===== src/rtl/ifq_pkg.sv =====
package ifq_pkg;

    localparam int WORD_W = 32;
    localparam int HALF_W = 16;

    typedef logic [HALF_W-1:0] hword_t;
    typedef logic [WORD_W-1:0] word_t;

    // Long-form marker: top three bits set and the next two not both zero
    function automatic logic starts_long(hword_t h);
        return (h[15:13] == 3'b111) && (h[12:11] != 2'b00);
    endfunction

endpackage


===== src/rtl/ifq_len_dec.sv =====
module ifq_len_dec
    import ifq_pkg::*;
#(
    parameter int CNT_W = 3
) (
    input  hword_t             head0,
    input  hword_t             head1,
    input  logic [CNT_W-1:0]   fill,
    output logic               complete,
    output logic               is32,
    output word_t              instr
);

    always_comb begin
        is32     = starts_long(head0);
        complete = is32 ? (int'(fill) >= 2) : (int'(fill) >= 1);
        instr    = is32 ? {head0, head1} : {16'h0000, head0};
    end

endmodule


===== src/rtl/ifq_hw_queue.sv =====
module ifq_hw_queue
    import ifq_pkg::*;
#(
    parameter int QUEUE_WORDS = 3,
    localparam int SLOTS      = 2 * QUEUE_WORDS,
    localparam int CNT_W      = $clog2(SLOTS + 1)
) (
    input  logic             clk,
    input  logic             rst_n,
    input  logic             flush,
    input  logic             push,
    input  logic             push_skip,
    input  word_t            push_word,
    input  logic [1:0]       pop_n,
    output hword_t           head0,
    output hword_t           head1,
    output logic [CNT_W-1:0] cnt_q,
    output logic [CNT_W-1:0] cnt_d
);

    typedef struct packed {
        hword_t [SLOTS-1:0] slot;
        logic [CNT_W-1:0]   cnt;
    } qstate_t;

    qstate_t st_q, st_d;

    always_comb begin
        logic [CNT_W-1:0] wr;
        st_d = st_q;
        // shift out consumed halfwords
        for (int i = 0; i < SLOTS; i++) begin
            int src;
            src = i + int'(pop_n);
            if (src < SLOTS) st_d.slot[i] = st_q.slot[src];
            else             st_d.slot[i] = '0;
        end
        wr = st_q.cnt - CNT_W'(pop_n);
        // append returning word behind what remains
        if (push) begin
            if (push_skip) begin
                if (int'(wr) < SLOTS) st_d.slot[wr] = push_word[31:16];
                wr = wr + CNT_W'(1);
            end else begin
                if (int'(wr) < SLOTS)     st_d.slot[wr] = push_word[15:0];
                if (int'(wr) + 1 < SLOTS) st_d.slot[wr + CNT_W'(1)] = push_word[31:16];
                wr = wr + CNT_W'(2);
            end
        end
        st_d.cnt = flush ? '0 : wr;
    end

    always_ff @(posedge clk) begin
        if (!rst_n) st_q <= '0;
        else        st_q <= st_d;
    end

    assign head0 = st_q.slot[0];
    assign head1 = st_q.slot[1];
    assign cnt_q = st_q.cnt;
    assign cnt_d = st_d.cnt;

    AST_NO_OVERFLOW: assert property (@(posedge clk) disable iff (!rst_n)
        (push && !flush) |-> (int'(cnt_q) - int'(pop_n) + (push_skip ? 1 : 2)) <= SLOTS);
    AST_POP_LEGAL: assert property (@(posedge clk) disable iff (!rst_n)
        int'(pop_n) <= int'(cnt_q));
    AST_FLUSH_EMPTY: assert property (@(posedge clk) disable iff (!rst_n)
        flush |=> (cnt_q == '0));

endmodule


===== src/rtl/ifq_fetch_ctrl.sv =====
module ifq_fetch_ctrl #(
    parameter int          AW         = 32,
    parameter logic [AW-1:0] RESET_ADDR = '0,
    parameter int          SLOTS      = 6,
    parameter int          CNT_W      = 3
) (
    input  logic             clk,
    input  logic             rst_n,
    input  logic             br_taken,
    input  logic [AW-1:0]    br_target,
    input  logic [CNT_W-1:0] q_cnt_d,
    input  logic [1:0]       pop_n,
    output logic             mem_req,
    output logic [AW-1:0]    mem_addr,
    output logic             push,
    output logic             push_skip,
    output logic [AW-1:0]    head_addr
);

    typedef struct packed {
        logic [AW-1:0] pc;
        logic [AW-1:0] head;
        logic          inflight;
        logic          skip;
    } cstate_t;

    cstate_t st_q, st_d;
    logic [AW-1:0] tgt_word;

    assign tgt_word  = {br_target[AW-1:2], 2'b00};
    assign push      = st_q.inflight && !br_taken;
    assign push_skip = st_q.skip;
    assign mem_req   = br_taken || (int'(q_cnt_d) <= SLOTS - 2);
    assign mem_addr  = br_taken ? tgt_word : st_q.pc;
    assign head_addr = st_q.head;

    always_comb begin
        st_d = st_q;
        if (br_taken) begin
            st_d.pc       = tgt_word + AW'(4);
            st_d.head     = {br_target[AW-1:1], 1'b0};
            st_d.inflight = 1'b1;
            st_d.skip     = br_target[1];
        end else begin
            if (mem_req) st_d.pc = st_q.pc + AW'(4);
            st_d.head     = st_q.head + AW'({pop_n, 1'b0});
            st_d.inflight = mem_req;
            if (push) st_d.skip = 1'b0;
        end
    end

    always_ff @(posedge clk) begin
        if (!rst_n) begin
            st_q.pc       <= RESET_ADDR;
            st_q.head     <= RESET_ADDR;
            st_q.inflight <= 1'b0;
            st_q.skip     <= 1'b0;
        end else begin
            st_q <= st_d;
        end
    end

    AST_TARGET_EVEN: assert property (@(posedge clk) disable iff (!rst_n)
        br_taken |-> !br_target[0]);
    AST_REDIRECT_FIRST: assert property (@(posedge clk) disable iff (!rst_n)
        br_taken |=> (head_addr == {$past(br_target[AW-1:1]), 1'b0}));

endmodule


===== src/rtl/ifetch_prefetch.sv =====
module ifetch_prefetch
    import ifq_pkg::*;
#(
    parameter int            AW          = 32,
    parameter logic [AW-1:0] RESET_ADDR  = 32'h0000_0100,
    parameter int            QUEUE_WORDS = 3
) (
    input  logic          clk,
    input  logic          rst_n,
    output logic          mem_req,
    output logic [AW-1:0] mem_addr,
    input  logic [31:0]   mem_rdata,
    input  logic          dec_ready,
    input  logic          br_taken,
    input  logic [AW-1:0] br_target,
    output logic          dec_valid,
    output logic          dec_len32,
    output logic [31:0]   dec_instr,
    output logic [AW-1:0] dec_addr
);

    localparam int SLOTS = 2 * QUEUE_WORDS;
    localparam int CNT_W = $clog2(SLOTS + 1);

    hword_t           head0, head1;
    logic [CNT_W-1:0] cnt_q, cnt_d;
    logic             push, push_skip, complete, is32;
    logic [1:0]       pop_n;
    word_t            instr;

    ifq_hw_queue #(.QUEUE_WORDS(QUEUE_WORDS)) u_queue (
        .clk       (clk),
        .rst_n     (rst_n),
        .flush     (br_taken),
        .push      (push),
        .push_skip (push_skip),
        .push_word (mem_rdata),
        .pop_n     (pop_n),
        .head0     (head0),
        .head1     (head1),
        .cnt_q     (cnt_q),
        .cnt_d     (cnt_d)
    );

    ifq_len_dec #(.CNT_W(CNT_W)) u_len (
        .head0    (head0),
        .head1    (head1),
        .fill     (cnt_q),
        .complete (complete),
        .is32     (is32),
        .instr    (instr)
    );

    ifq_fetch_ctrl #(
        .AW         (AW),
        .RESET_ADDR (RESET_ADDR),
        .SLOTS      (SLOTS),
        .CNT_W      (CNT_W)
    ) u_ctrl (
        .clk       (clk),
        .rst_n     (rst_n),
        .br_taken  (br_taken),
        .br_target (br_target),
        .q_cnt_d   (cnt_d),
        .pop_n     (pop_n),
        .mem_req   (mem_req),
        .mem_addr  (mem_addr),
        .push      (push),
        .push_skip (push_skip),
        .head_addr (dec_addr)
    );

    assign dec_valid = complete && !br_taken;
    assign dec_len32 = is32;
    assign dec_instr = instr;
    assign pop_n     = (dec_valid && dec_ready) ? (is32 ? 2'd2 : 2'd1) : 2'd0;

    AST_REFILL_GAP: assert property (@(posedge clk) disable iff (!rst_n)
        $past(br_taken) |-> !dec_valid);
    AST_IN_ORDER: assert property (@(posedge clk) disable iff (!rst_n)
        ($past(dec_valid && dec_ready) && !$past(br_taken) && dec_valid) |->
        (dec_addr == $past(dec_addr) + ($past(dec_len32) ? AW'(4) : AW'(2))));
    AST_HOLD_STALL: assert property (@(posedge clk) disable iff (!rst_n)
        ($past(dec_valid && !dec_ready) && !br_taken) |->
        (dec_valid && $stable(dec_instr) && $stable(dec_addr)));

endmodule


===== config.mk =====
export PLATFORM = sky130hd
export DESIGN_NAME = ifetch_prefetch
export DESIGN_NICKNAME = d
export VERILOG_FILES = /design/src/rtl/ifq_pkg.sv /design/src/rtl/ifq_len_dec.sv /design/src/rtl/ifq_hw_queue.sv /design/src/rtl/ifq_fetch_ctrl.sv /design/src/rtl/ifetch_prefetch.sv
export SDC_FILE = /design/constraint.sdc
export NUM_CORES = 1
export LEC_CHECK = 0
export BUFFER_PORTS_ARGS = -buffer_cell sky130_fd_sc_hd__buf_2
export CAP_MARGIN = 20
export CORE_MARGIN = 1.5
export CORE_UTILIZATION = 40
export CTS_BUF_LIST = sky130_fd_sc_hd__clkbuf_4 sky130_fd_sc_hd__clkbuf_8 sky130_fd_sc_hd__clkbuf_16
export CTS_CLUSTER_SIZE = 14
export DETAILED_ROUTE_END_ITERATION = 6
export SYNTH_ARGS = -nofsm -noshare
export SYNTH_HDL_FRONTEND = slang
export SYNTH_SLANG_ARGS = --single-unit

===== constraint.sdc =====
create_clock -name clk -period 8.76 [get_ports clk]
set_input_delay 0.438 -clock clk [delete_from_list [all_inputs] [get_ports clk]]
set_output_delay 0.438 -clock clk [all_outputs]
set_load 0.005 [all_outputs]

==> flow_summary.yaml, run 1 <==
outcome:
  outcome: "finished clean"
power_and_ir_drop:
  clkPwrFrac_pct: 37.6
  power.sequential.fraction_pct: 38.7
  p_per_area_nw_per_um2: 157
  power_frac_comb_pct: 23.7
  p_int_mw: 1.49
  max-vdd-ir-drop_mv: 0.153
  power.share.switching_pct: 32.2
  total_switching_power_uw: 708
  power_leakage_nw: 5.29
setup_path:
  setup.worst_path.end_class: "primary output"
  cp_slowest_cell: "ha_1"
  worst_ep_arrival_time_ps: 5970
  cp.required_ps: 8320
  crit_path_max_fanout: 42
  criticalPathCategory: "reg2out"
  start_kind: "flip-flop"
  critical_path.max_stage_delay_ps: 1020
  worstPathCellList: "or3_4, nand3_4, clkinv_2, ha_1, inv_1, ha_1, nor3b_1, o21ai_0, o211a_2, inv_1, buf_2"
synthesis:
  synth_fa_ha_area_share_pct: 1.50
  synth.cell_area_sq_um: 12700
  synth_async_sr_flop_share_pct: 0
  synth_top_family_by_area: "compound AO/OA/AOI/OAI gates"
  syn-instance-count: 1570
  yosysUniqueCellTypes: 95
  synth_area_in_compound_gates_pct: 29.9
  synth.avg_cell_area_sq_um: 8.09
  yosys.area_share.xor_xnor_pct: 2.51
  ys_ff_latch: 162
  synth-edff-count: 0
  synth_seq_area_share_pct: 25.5
  dominantRegCellSynth: "dfxtp_1"
  proportion_of_synthesized_area_in_mux_cells_pct: 13.3
  synthesis.yosys.warnings: 0
  synth-simple-area-share_pct: 18.6
sta:
  final_period_minus_worst_setup_slack_ps: 6410
  slew_violations: 0
  fin_setup_tns_ps: 0
  finalHoldWorstSlack_ps: 265
  rsz0062_at_grt: "no"
  slew_headroom_pct: 23.5
  maxClockFrequency_mhz: 156
  setup_violations: 0
  worst-slew-pin-transition_ps: 1140
  report.final.hold_viol_count: 0
  timing.final.crit_share_pct: 73.1
  timing.clock.skew_ps: 16.8
clocking:
  cts_tree: "built"
  clk_latency_ps: 460
  clk_path_buf_depth: 2
  cts_hold_buf: 0
  cts_resized: 0
  worst_setup_hold_path_clk_slew_ps: 70
  clk_root_buffer_cell: "clkbuf_16"
  htree_levels: 4
  clkSinkCount: 162
  cts_setup_buffers: 0
  tritoncts.num_buffers: 17
global_route:
  grt_overflow: 0
  grtUsageTotal_pct: 28.2
  grt_first_pass_wirelength_mm: 71.8
  grt_start_max_net_pins: 81
  number_of_antenna_violations_at_the_first_check_in_global_routing: 3
  first_global_vias: 12118
final_layout:
  fraction_of_final_layout_cells_sized_beyond_drive_strength_1_pct: 21.0
  leading_cell_type_in_the_layout_fill_and_taps_excluded: "nand2_1"
  number_of_nets_in_the_layout: 1676
  syn2layout_area_growth_pct: 10.1
  sequential_cell_area_sq_um: 3240
  area_occupied_by_multi_input_gates_sq_um: 8450
  filler_cell_count: 3173
  post_route_insts_no_fill: 2010
  mostFrequentLayoutCells: "nand2_1 (198), buf_2 (162), dfxtp_1 (161), a21oi_1 (142), nor2_1 (69)"
die:
  floorplan.rows: 65
  dieWidth_um: 181
  start_util_pct: 40.5
  floorplan.die.height_um: 181
  die_area_sq_um: 32800
  ioPinCount: 167
  coreArea_sq_um: 31400
flow_run:
  maxCapViolCount: 0
detailed_routing:
  number_of_nets_still_failing_antenna_checks_after_routing: 0
  met1Wirelength_mm: 20.4
  routed_via_density: 6.55
  first_iter_violations: 1557
  wire_length_per_cell_after_detailed_routing_um: 23.5
  topRoutingLayerUsed: "met5"
  met3WireLength_mm: 4.58
  wl_met2_mm: 20.6
  detailedRoute.firstPassIterationCount: 6
  finalWirelength_mm: 47.2
  drc_errors: 0
  dr_vias: 13174
placement:
  dp.final_hpwl_mm: 29.7
  place_inst: 1977
  port-buffer-count: 162
  rd_place_congestion: 0.898
hold_path:
  holdCritPathClass: "in2reg"
cell type report:
type / instances / area share (%)
Multi-Input combinational cell: 1184 / 60.4
Sequential cell: 162 / 23.2
Timing Repair Buffer: 190 / 7.30
Tap cell: 402 / 3.59
Clock buffer: 23 / 3.36
Clock inverter: 9 / 1.12
Inverter: 39 / 1.05
Antenna cell: 1 / 0.0179
power by group through the flow:
stage | Combinational [mW] | Sequential, mW | Clock [mW]
5_1_grt | 0.560 | 0.858 | 0.862
4_1_cts | 0.510 | 0.848 | 0.836
3_3_place_gp | 0.503 | 0.862 | 0
6_report | 0.520 | 0.850 | 0.827
2_1_floorplan | 0.367 | 0.841 | 0
3_5_place_dp | 0.507 | 0.864 | 0
kinds of logic after synthesis:
group | after synthesis
AO/OA/AOI/OAI | 533
XOR/XNOR | 33
adder cells (fa/ha/maj) | 14
buffers and inverters | 226
flip-flops | 162
multiplexers | 128
other | 1
AND/OR/NAND/NOR | 473
cell usage after synthesis, types with 17 or more instances:
library cell | instances | share of area, %
nand3_1 | 48 | 1.9
nand2_1 | 199 | 5.9
inv_1 | 35 | 1.0
mux4_2 | 28 | 5.0
clkbuf_1 | 106 | 3.1
a31oi_1 | 19 | 0.94
mux2_2 | 38 | 3.4
nor2_1 | 71 | 2.1
buf_4 | 42 | 2.5
nand4_1 | 23 | 1.1
dfxtp_1 | 162 | 26
buf_2 | 21 | 0.83
o21a_1 | 17 | 1.0
and2_1 | 20 | 0.98
and3_1 | 24 | 1.2
a221oi_1 | 39 | 2.7
o22ai_1 | 30 | 1.5
xor2_1 | 22 | 1.5
a21oi_1 | 143 | 5.6
a22o_1 | 17 | 1.2
o21ai_0 | 48 | 1.9
o32ai_1 | 17 | 1.2
or3_1 | 31 | 1.5
a22oi_1 | 61 | 3.6
mux2i_1 | 56 | 4.4
layer usage:
| metal | vias to the layer above | GRT usage [%] |
|---|---|---|
| met5 | - | 0 |
| met1 | 6353 | 39.3 |
| met2 | 721 | 42.4 |
| met3 | 131 | 5.56 |
| li1 | 5965 | - |
| met4 | 4 | 11.9 |
worst max-delay path: cells and delay by family, from the launching register on:
family	cells	cell delay [ps]
compound gates	2	970
fa+ha+maj	2	1490
buf+inv	4	1690
flops	1	370
simple gates	3	960
registers in the layout (all words and copies together) (netlist names):
name,count
u_ctrl.head_addr,31
u_ctrl.push_skip,1
u_ctrl.st_q,31
u_queue.cnt_q,3
u_queue.head0,16
u_queue.head1,16
u_queue.st_q,64
worst paths after layout:
check,startpoint,slack [ps],cells after the start,endpoint
hold / removal,br_target[1],260,3,u_ctrl.push_skip$_SDFFE_PN0P_
setup / recovery,u_queue.cnt_q[2]$_SDFF_PN0_,2350,11,mem_req
hold reg to reg,u_ctrl.st_q[53]$_SDFFE_PN0P_,450,2,u_ctrl.st_q[53]$_SDFFE_PN0P_
setup reg to reg,u_queue.cnt_q[2]$_SDFF_PN0_,2820,12,u_ctrl.st_q[45]$_SDFFE_PN0P_
per-stage QoR:
stage / power, mW / cell area [sq um] / utilization (%) / setup slack [ps]
6_report: 2.20 / 14000 / 44.6 / 2350
2_1_floorplan: 1.21 / 12700 / - / 4100
3_5_place_dp: 1.37 / 13400 / 42.6 / 2440
3_3_place_gp: 1.37 / 13400 / 42.6 / 2450
5_1_grt: 2.28 / 14000 / 44.6 / 2000
4_1_cts: 2.19 / 14000 / 44.6 / 2400
No activity file was read; power rests on OpenSTA's default activity.
==> inputs of run 2 (changes only) <==
- clock period: 8.76 -> 6.2 ns (I/O delays scaled with it)
==> run 2 against run 1 <==
  * Cell area is 0.74% higher
  * Clock skew barely moved
  * Sequential share of layout area is 0.17 points lower
  * Setup slack got worse by 1300 ps
  * Via count is 0.65% higher
  * Count of clock-buffer cells in the layout fell by 1
  * Sequential cell count is the same
  * Wire length is 0.50% higher
  * Global-route usage up 0.16 points
  * Non-clock buffer count grew 11
  * Highest routed layer unchanged
  * Combinational power increased by 43%
  * Utilization up 0.33 points
  * Critical path type unchanged
  * Largest power group is now the clock network
==> flow_summary.yaml, run 2 (synthesis results as in run 1) <==
placement:
  rd_place_congestion: 0.910
  placed_cell_area_sq_um: 13400
  dp.final_hpwl_mm: 30.3
  port-buffer-count: 162
  place_inst: 1988
  placement.setup.worst_slack_ps: 1400
sta:
  maxClockFrequency_mhz: 194
  slew_violations: 0
  worst-slew-pin-transition_ps: 1180
  rsz0062_at_grt: "no"
  slew_headroom_pct: 20.8
  setup_violations: 0
  fin_setup_tns_ps: 0
  final_critical_path_setup_slack_ps: 1040
  timing.final.crit_share_pct: 83.3
  final_period_minus_worst_setup_slack_ps: 5160
  report.final.hold_viol_count: 0
  timing.clock.skew_ps: 17.1
clocking:
  cts_resized: 0
  cts_setup_buffers: 0
  clk_latency_ps: 460
  cts_tree: "built"
  clk_root_buffer_cell: "clkbuf_16"
  clkSinkCount: 162
  htree_levels: 4
  clk_path_buf_depth: 2
  cts_hold_buf: 0
  tritoncts.num_buffers: 17
  worst_setup_hold_path_clk_slew_ps: 70
final_layout:
  fraction_of_final_layout_cells_sized_beyond_drive_strength_1_pct: 21.2
  number_of_nets_in_the_layout: 1687
  layout.cell_area.non_filler_sq_um: 14100
  leading_cell_type_in_the_layout_fill_and_taps_excluded: "nand2_1"
  post_route_insts_no_fill: 2020
  registers.top_by_ff_count: "u_queue.st_q"
  mostFrequentLayoutCells: "nand2_1 (198), buf_2 (162), dfxtp_1 (161), a21oi_1 (143), nor2_1 (71)"
  number_of_flip_flops_in_the_largest_register: 64
  syn2layout_area_growth_pct: 10.9
  filler_cell_count: 3140
power_and_ir_drop:
  p_int_mw: 2.20
  max-vdd-ir-drop_mv: 0.209
  power_frac_comb_pct: 23.2
  total_switching_power_mw: 1.02
  p_per_area_nw_per_um2: 228
  power.share.switching_pct: 31.6
  power.sequential.fraction_pct: 37.3
  power_leakage_nw: 5.37
  clkPwrFrac_pct: 39.5
  report.power.total_mw: 3.22
detailed_routing:
  number_of_nets_still_failing_antenna_checks_after_routing: 0
  met1Wirelength_mm: 20.6
  first_iter_violations: 1628
  drc_errors: 0
  detailedRoute.firstPassIterationCount: 6
  dr_vias: 13260
  finalWirelength_mm: 47.5
  topRoutingLayerUsed: "met5"
  routed_via_density: 6.56
  met3WireLength_mm: 4.36
  wire_length_per_cell_after_detailed_routing_um: 23.5
  wl_met2_mm: 20.7
setup_path:
  worst_r2r_startpoint: "u_queue.head0[12]$_SDFF_PN0_"
  setup.worst_path.end_class: "primary output"
  cp.buffers_inverters: 6
  cp-startpoint: "u_queue.head0[12]$_SDFF_PN0_"
  rrSetupSlack_ps: 1290
  timing.critical_path.max_delay_family: "buffers and inverters"
  worstRegToRegCells: 9
  worst_ep_arrival_time_ps: 4850
  critical_path.reg2reg.endpoint: "u_queue.st_q[62]$_SDFF_PN0_"
  crit_path_frequent_cell: "inv_1"
  worstPathCellList: "o2111ai_4, nand3_4, clkinv_2, ha_1, inv_1, fa_1, xor2_1, inv_1, ha_1, nand2b_1, o22ai_1, o211a_2, buf_4, inv_1, buf_2"
  crit_path_max_fanout: 42
  crit_cells: 15
  critical_path.max_stage_delay_ps: 590
  cp.required_ps: 5890
  cp_slowest_cell: "o2111ai_4"
  worstSetupEndpoint: "mem_req"
  start_kind: "flip-flop"
  criticalPathCategory: "reg2out"
die:
  floorplan.die.height_um: 181
  dieWidth_um: 181
  coreArea_sq_um: 31400
  floorplan.rows: 65
  ioPinCount: 167
  die_area_sq_um: 32800
  start_util_pct: 40.5
global_route:
  grt_overflow: 0
  grt_first_pass_wirelength_mm: 72.5
  number_of_antenna_violations_at_the_first_check_in_global_routing: 2
  first_global_vias: 12168
  grtUsageTotal_pct: 28.4
  grt_start_max_net_pins: 81
hold_path:
  holdCritPathClass: "in2reg"
  min_path_cells: 3
outcome:
  outcome: "finished clean"
flow_run:
  maxCapViolCount: 0
==> run 2: cell count changes in the layout (fill, tap and decap cells not counted), moves of 2 or more <==
cell	change
bufinv_16	+2
clkbuf_8	+2
clkinvlp_4	-2
nor2_2	-2
buf_4	+11
nor2_1	+2
clkbuf_4	-3
==> run 2: worst min path at each step <==
stage / end / slack, ps / from
final: u_ctrl.head_addr[13]$_SDFF_PN0_ / 150 / br_target[13]
after global routing: u_ctrl.head_addr[2]$_SDFF_PN0_ / 170 / br_target[2]
after CTS: u_ctrl.push_skip$_SDFFE_PN0P_ / 130 / br_target[1]
after detailed placement: u_ctrl.st_q[53]$_SDFFE_PN0P_ / 450 / u_ctrl.st_q[53]$_SDFFE_PN0P_
after global placement: u_ctrl.st_q[53]$_SDFFE_PN0P_ / 440 / u_ctrl.st_q[53]$_SDFFE_PN0P_
after floorplan: u_ctrl.st_q[50]$_SDFFE_PN0P_ / 430 / u_ctrl.st_q[50]$_SDFFE_PN0P_
==> run 2: routing by layer <==
metal | vias up | global-route usage [%]
li1 | 5995 | -
met1 | 6381 | 39.6
met2 | 737 | 42.2
met3 | 145 | 5.83
met4 | 2 | 12.4
met5 | - | 0
==> run 2: layout make-up <==
class                   instances  area (sq um)  share of cell area [%]
multi-input cells            1184          8420                    59.7
flip-flops and latches        162          3240                    23.0
repair buffers                201          1100                    7.83
well taps                     402           503                    3.57
clock buffers                  22           475                    3.37
clock inverters                 9           201                    1.43
inverters                      39           148                    1.05
diodes                          1          2.50                  0.0177
==> run 2: power by group through the flow <==
stage,logic (mW),registers (mW),clock network [mW]
floorplan,0.518,1.19,0
global placement,0.716,1.22,0
detailed placement,0.724,1.22,0
CTS,0.729,1.20,1.28
global route,0.799,1.21,1.33
finish,0.745,1.20,1.27
==> run 2: worst min-delay path, delay by kind of cell <==
kind / cells / cell delay (ps)
mux: 1 / 70
buf+inv: 1 / 120
simple gates: 1 / 70
==> run 2: stage by stage <==
stage	hold WS (ps)	utilization, %
6_report	146	44.9
3_3_place_gp	438	42.7
4_1_cts	133	44.9
2_1_floorplan	429	-
3_5_place_dp	450	42.7
5_1_grt	167	44.9
==> inputs of run 3 (changes only) <==
- clock period: 6.2 -> 4.95 ns (I/O delays scaled with it)
==> run 3 against run 2 <==
  * Cell area up 0.32%
  * Utilization up 0.14 points
  * First-iteration DRC count down 4.1%
  * Critical path depth down 3
  * Sequential share of layout area down 0.073 points
  * Combinational power up 25%
  * Count of clock-buffer cells in the layout down 2
==> flow_summary.yaml, run 3 (synthesis results as in run 1) <==
setup_path:
  crit_path_max_fanout: 20
  crit_path_frequent_cell: "inv_1"
  worst_ep_arrival_time_ps: 4230
  setup.worst_path.end_class: "primary output"
  rrSetupSlack_ps: 490
  critical_path.max_stage_delay_ps: 560
  cp.required_ps: 4700
  criticalPathCategory: "reg2out"
  worstPathCellList: "o2111ai_4, inv_2, nand3_1, fa_1, xor2_1, inv_1, ha_1, nand2b_1, o22ai_1, o211a_2, inv_1, buf_2"
  start_kind: "flip-flop"
  cp_slowest_cell: "dfxtp_1"
flow_run:
  maxCapViolCount: 0
detailed_routing:
  first_iter_violations: 1561
  finalWirelength_mm: 47.2
  drc_errors: 0
  number_of_nets_still_failing_antenna_checks_after_routing: 0
  dr_vias: 13149
  detailedRoute.firstPassIterationCount: 6
  routed_via_density: 6.48
  wire_length_per_cell_after_detailed_routing_um: 23.3
power_and_ir_drop:
  power.sequential.fraction_pct: 38.2
  p_int_mw: 2.69
  p_per_area_nw_per_um2: 279
  max-vdd-ir-drop_mv: 0.235
  total_switching_power_mw: 1.26
  power_frac_comb_pct: 23.6
  clkPwrFrac_pct: 38.2
  power_leakage_nw: 5.41
  power.share.switching_pct: 31.8
clocking:
  worst_setup_hold_path_clk_slew_ps: 70
  clkSinkCount: 162
  cts_hold_buf: 0
  clk_root_buffer_cell: "clkbuf_16"
  tritoncts.num_buffers: 17
  cts_tree: "built"
  cts_setup_buffers: 0
  clk_latency_ps: 450
  cts_resized: 0
  htree_levels: 4
  clk_path_buf_depth: 2
sta:
  final_period_minus_worst_setup_slack_ps: 4470
  report.final.hold_viol_count: 0
  timing.clock.skew_ps: 11.9
  final_critical_path_setup_slack_ps: 477
  fin_setup_tns_ps: 0
  slew_headroom_pct: 30.4
  slew_violations: 0
  setup_violations: 0
  worst-slew-pin-transition_ps: 1040
  maxClockFrequency_mhz: 224
  timing.final.crit_share_pct: 90.4
  rsz0062_at_grt: "no"
final_layout:
  syn2layout_area_growth_pct: 11.3
  antenna_cells: 0
  post-route-util_pct: 45.1
  sequential_cell_area_sq_um: 3240
  fraction_of_final_layout_cells_sized_beyond_drive_strength_1_pct: 21.7
  leading_cell_type_in_the_layout_fill_and_taps_excluded: "nand2_1"
  post_route_insts_no_fill: 2029
  layout.cell_area.non_filler_sq_um: 14100
  mostFrequentLayoutCells: "nand2_1 (198), buf_2 (162), dfxtp_1 (161), a21oi_1 (143), nor2_1 (71)"
  filler_cell_count: 3148
  number_of_flip_flops_in_the_largest_register: 64
  area_occupied_by_multi_input_gates_sq_um: 8420
  number_of_nets_in_the_layout: 1698
  registers.top_by_ff_count: "u_queue.st_q"
global_route:
  grtUsageTotal_pct: 28.4
  grt_first_pass_wirelength_mm: 72.9
  grt_start_max_net_pins: 81
  first_global_vias: 12251
  grt_overflow: 0
  number_of_antenna_violations_at_the_first_check_in_global_routing: 0
placement:
  placed_cell_area_sq_um: 13500
  place_inst: 1999
  port-buffer-count: 162
  placement.setup.worst_slack_ps: 425
  rd_place_congestion: 0.915
  dp.final_hpwl_mm: 30.9
die:
  dieWidth_um: 181
  ioPinCount: 167
  floorplan.rows: 65
  die_area_sq_um: 32800
  start_util_pct: 40.5
  coreArea_sq_um: 31400
  floorplan.die.height_um: 181
hold_path:
  holdCritPathClass: "in2reg"
outcome:
  outcome: "finished clean"
run 3: changes by cell type in the layout (fill, tap and decap cells not counted):
cell       previous run  this run
clkbuf_4              3         1
diode_2               1         0
clkinv_2              2         4
bufinv_16             6         5
buf_4                39        50
run 3: power groups by stage:
stage	registers, mW	clock network [mW]	logic (mW)
6_report	1.51	1.51	0.931
5_1_grt	1.52	1.58	1.00
4_1_cts	1.50	1.52	0.911
3_5_place_dp	1.53	0	0.905
3_3_place_gp	1.53	0	0.895
2_1_floorplan	1.49	0	0.649
run 3: final cells by class:
class                   instances  share of cell area (%)
well taps                     402                    3.56
clock buffers                  20                    3.26
repair buffers                212                    8.39
inverters                      39                    1.04
flip-flops and latches        162                    22.9
multi-input cells            1184                    59.5
clock inverters                10                    1.28
run 3: path summary, 6_finish.rpt:
kind / start / end / cells past startpoint
worst max-delay path: u_queue.head0[11]$_SDFF_PN0_ / mem_req / 12
worst min-delay path: br_target[1] / u_ctrl.head_addr[1]$_SDFF_PN0_ / 3
worst max register to register: u_queue.head0[11]$_SDFF_PN0_ / u_queue.st_q[94]$_SDFF_PN0_ / 12
worst min register to register: u_ctrl.st_q[53]$_SDFFE_PN0P_ / u_ctrl.st_q[53]$_SDFFE_PN0P_ / 2
run 3: worst max-delay path, delay by kind of cell, from the launching register on:
family / cells / cell delay [ps]
buf+inv: 4 / 1000
fa+ha+maj: 2 / 830
compound gates: 3 / 640
flops: 1 / 560
xor+xnor: 1 / 440
simple gates: 2 / 290
run 3: per-stage QoR:
stage | hold slack, ps | power [mW]
after floorplan | 373 | 2.14
after global placement | 439 | 2.43
after detailed placement | 445 | 2.44
after CTS | 72.3 | 3.94
after global routing | 101 | 4.10
final | 91.0 | 3.95
run 3: metal layers:
layer	vias to the layer above	global-route usage, %	part of all wire, %
met5	-	0	0
met2	660	42.6	44
met4	0	9.60	2.4
met3	89	6.19	9.0
li1	6011	-	-
met1	6389	40.1	44
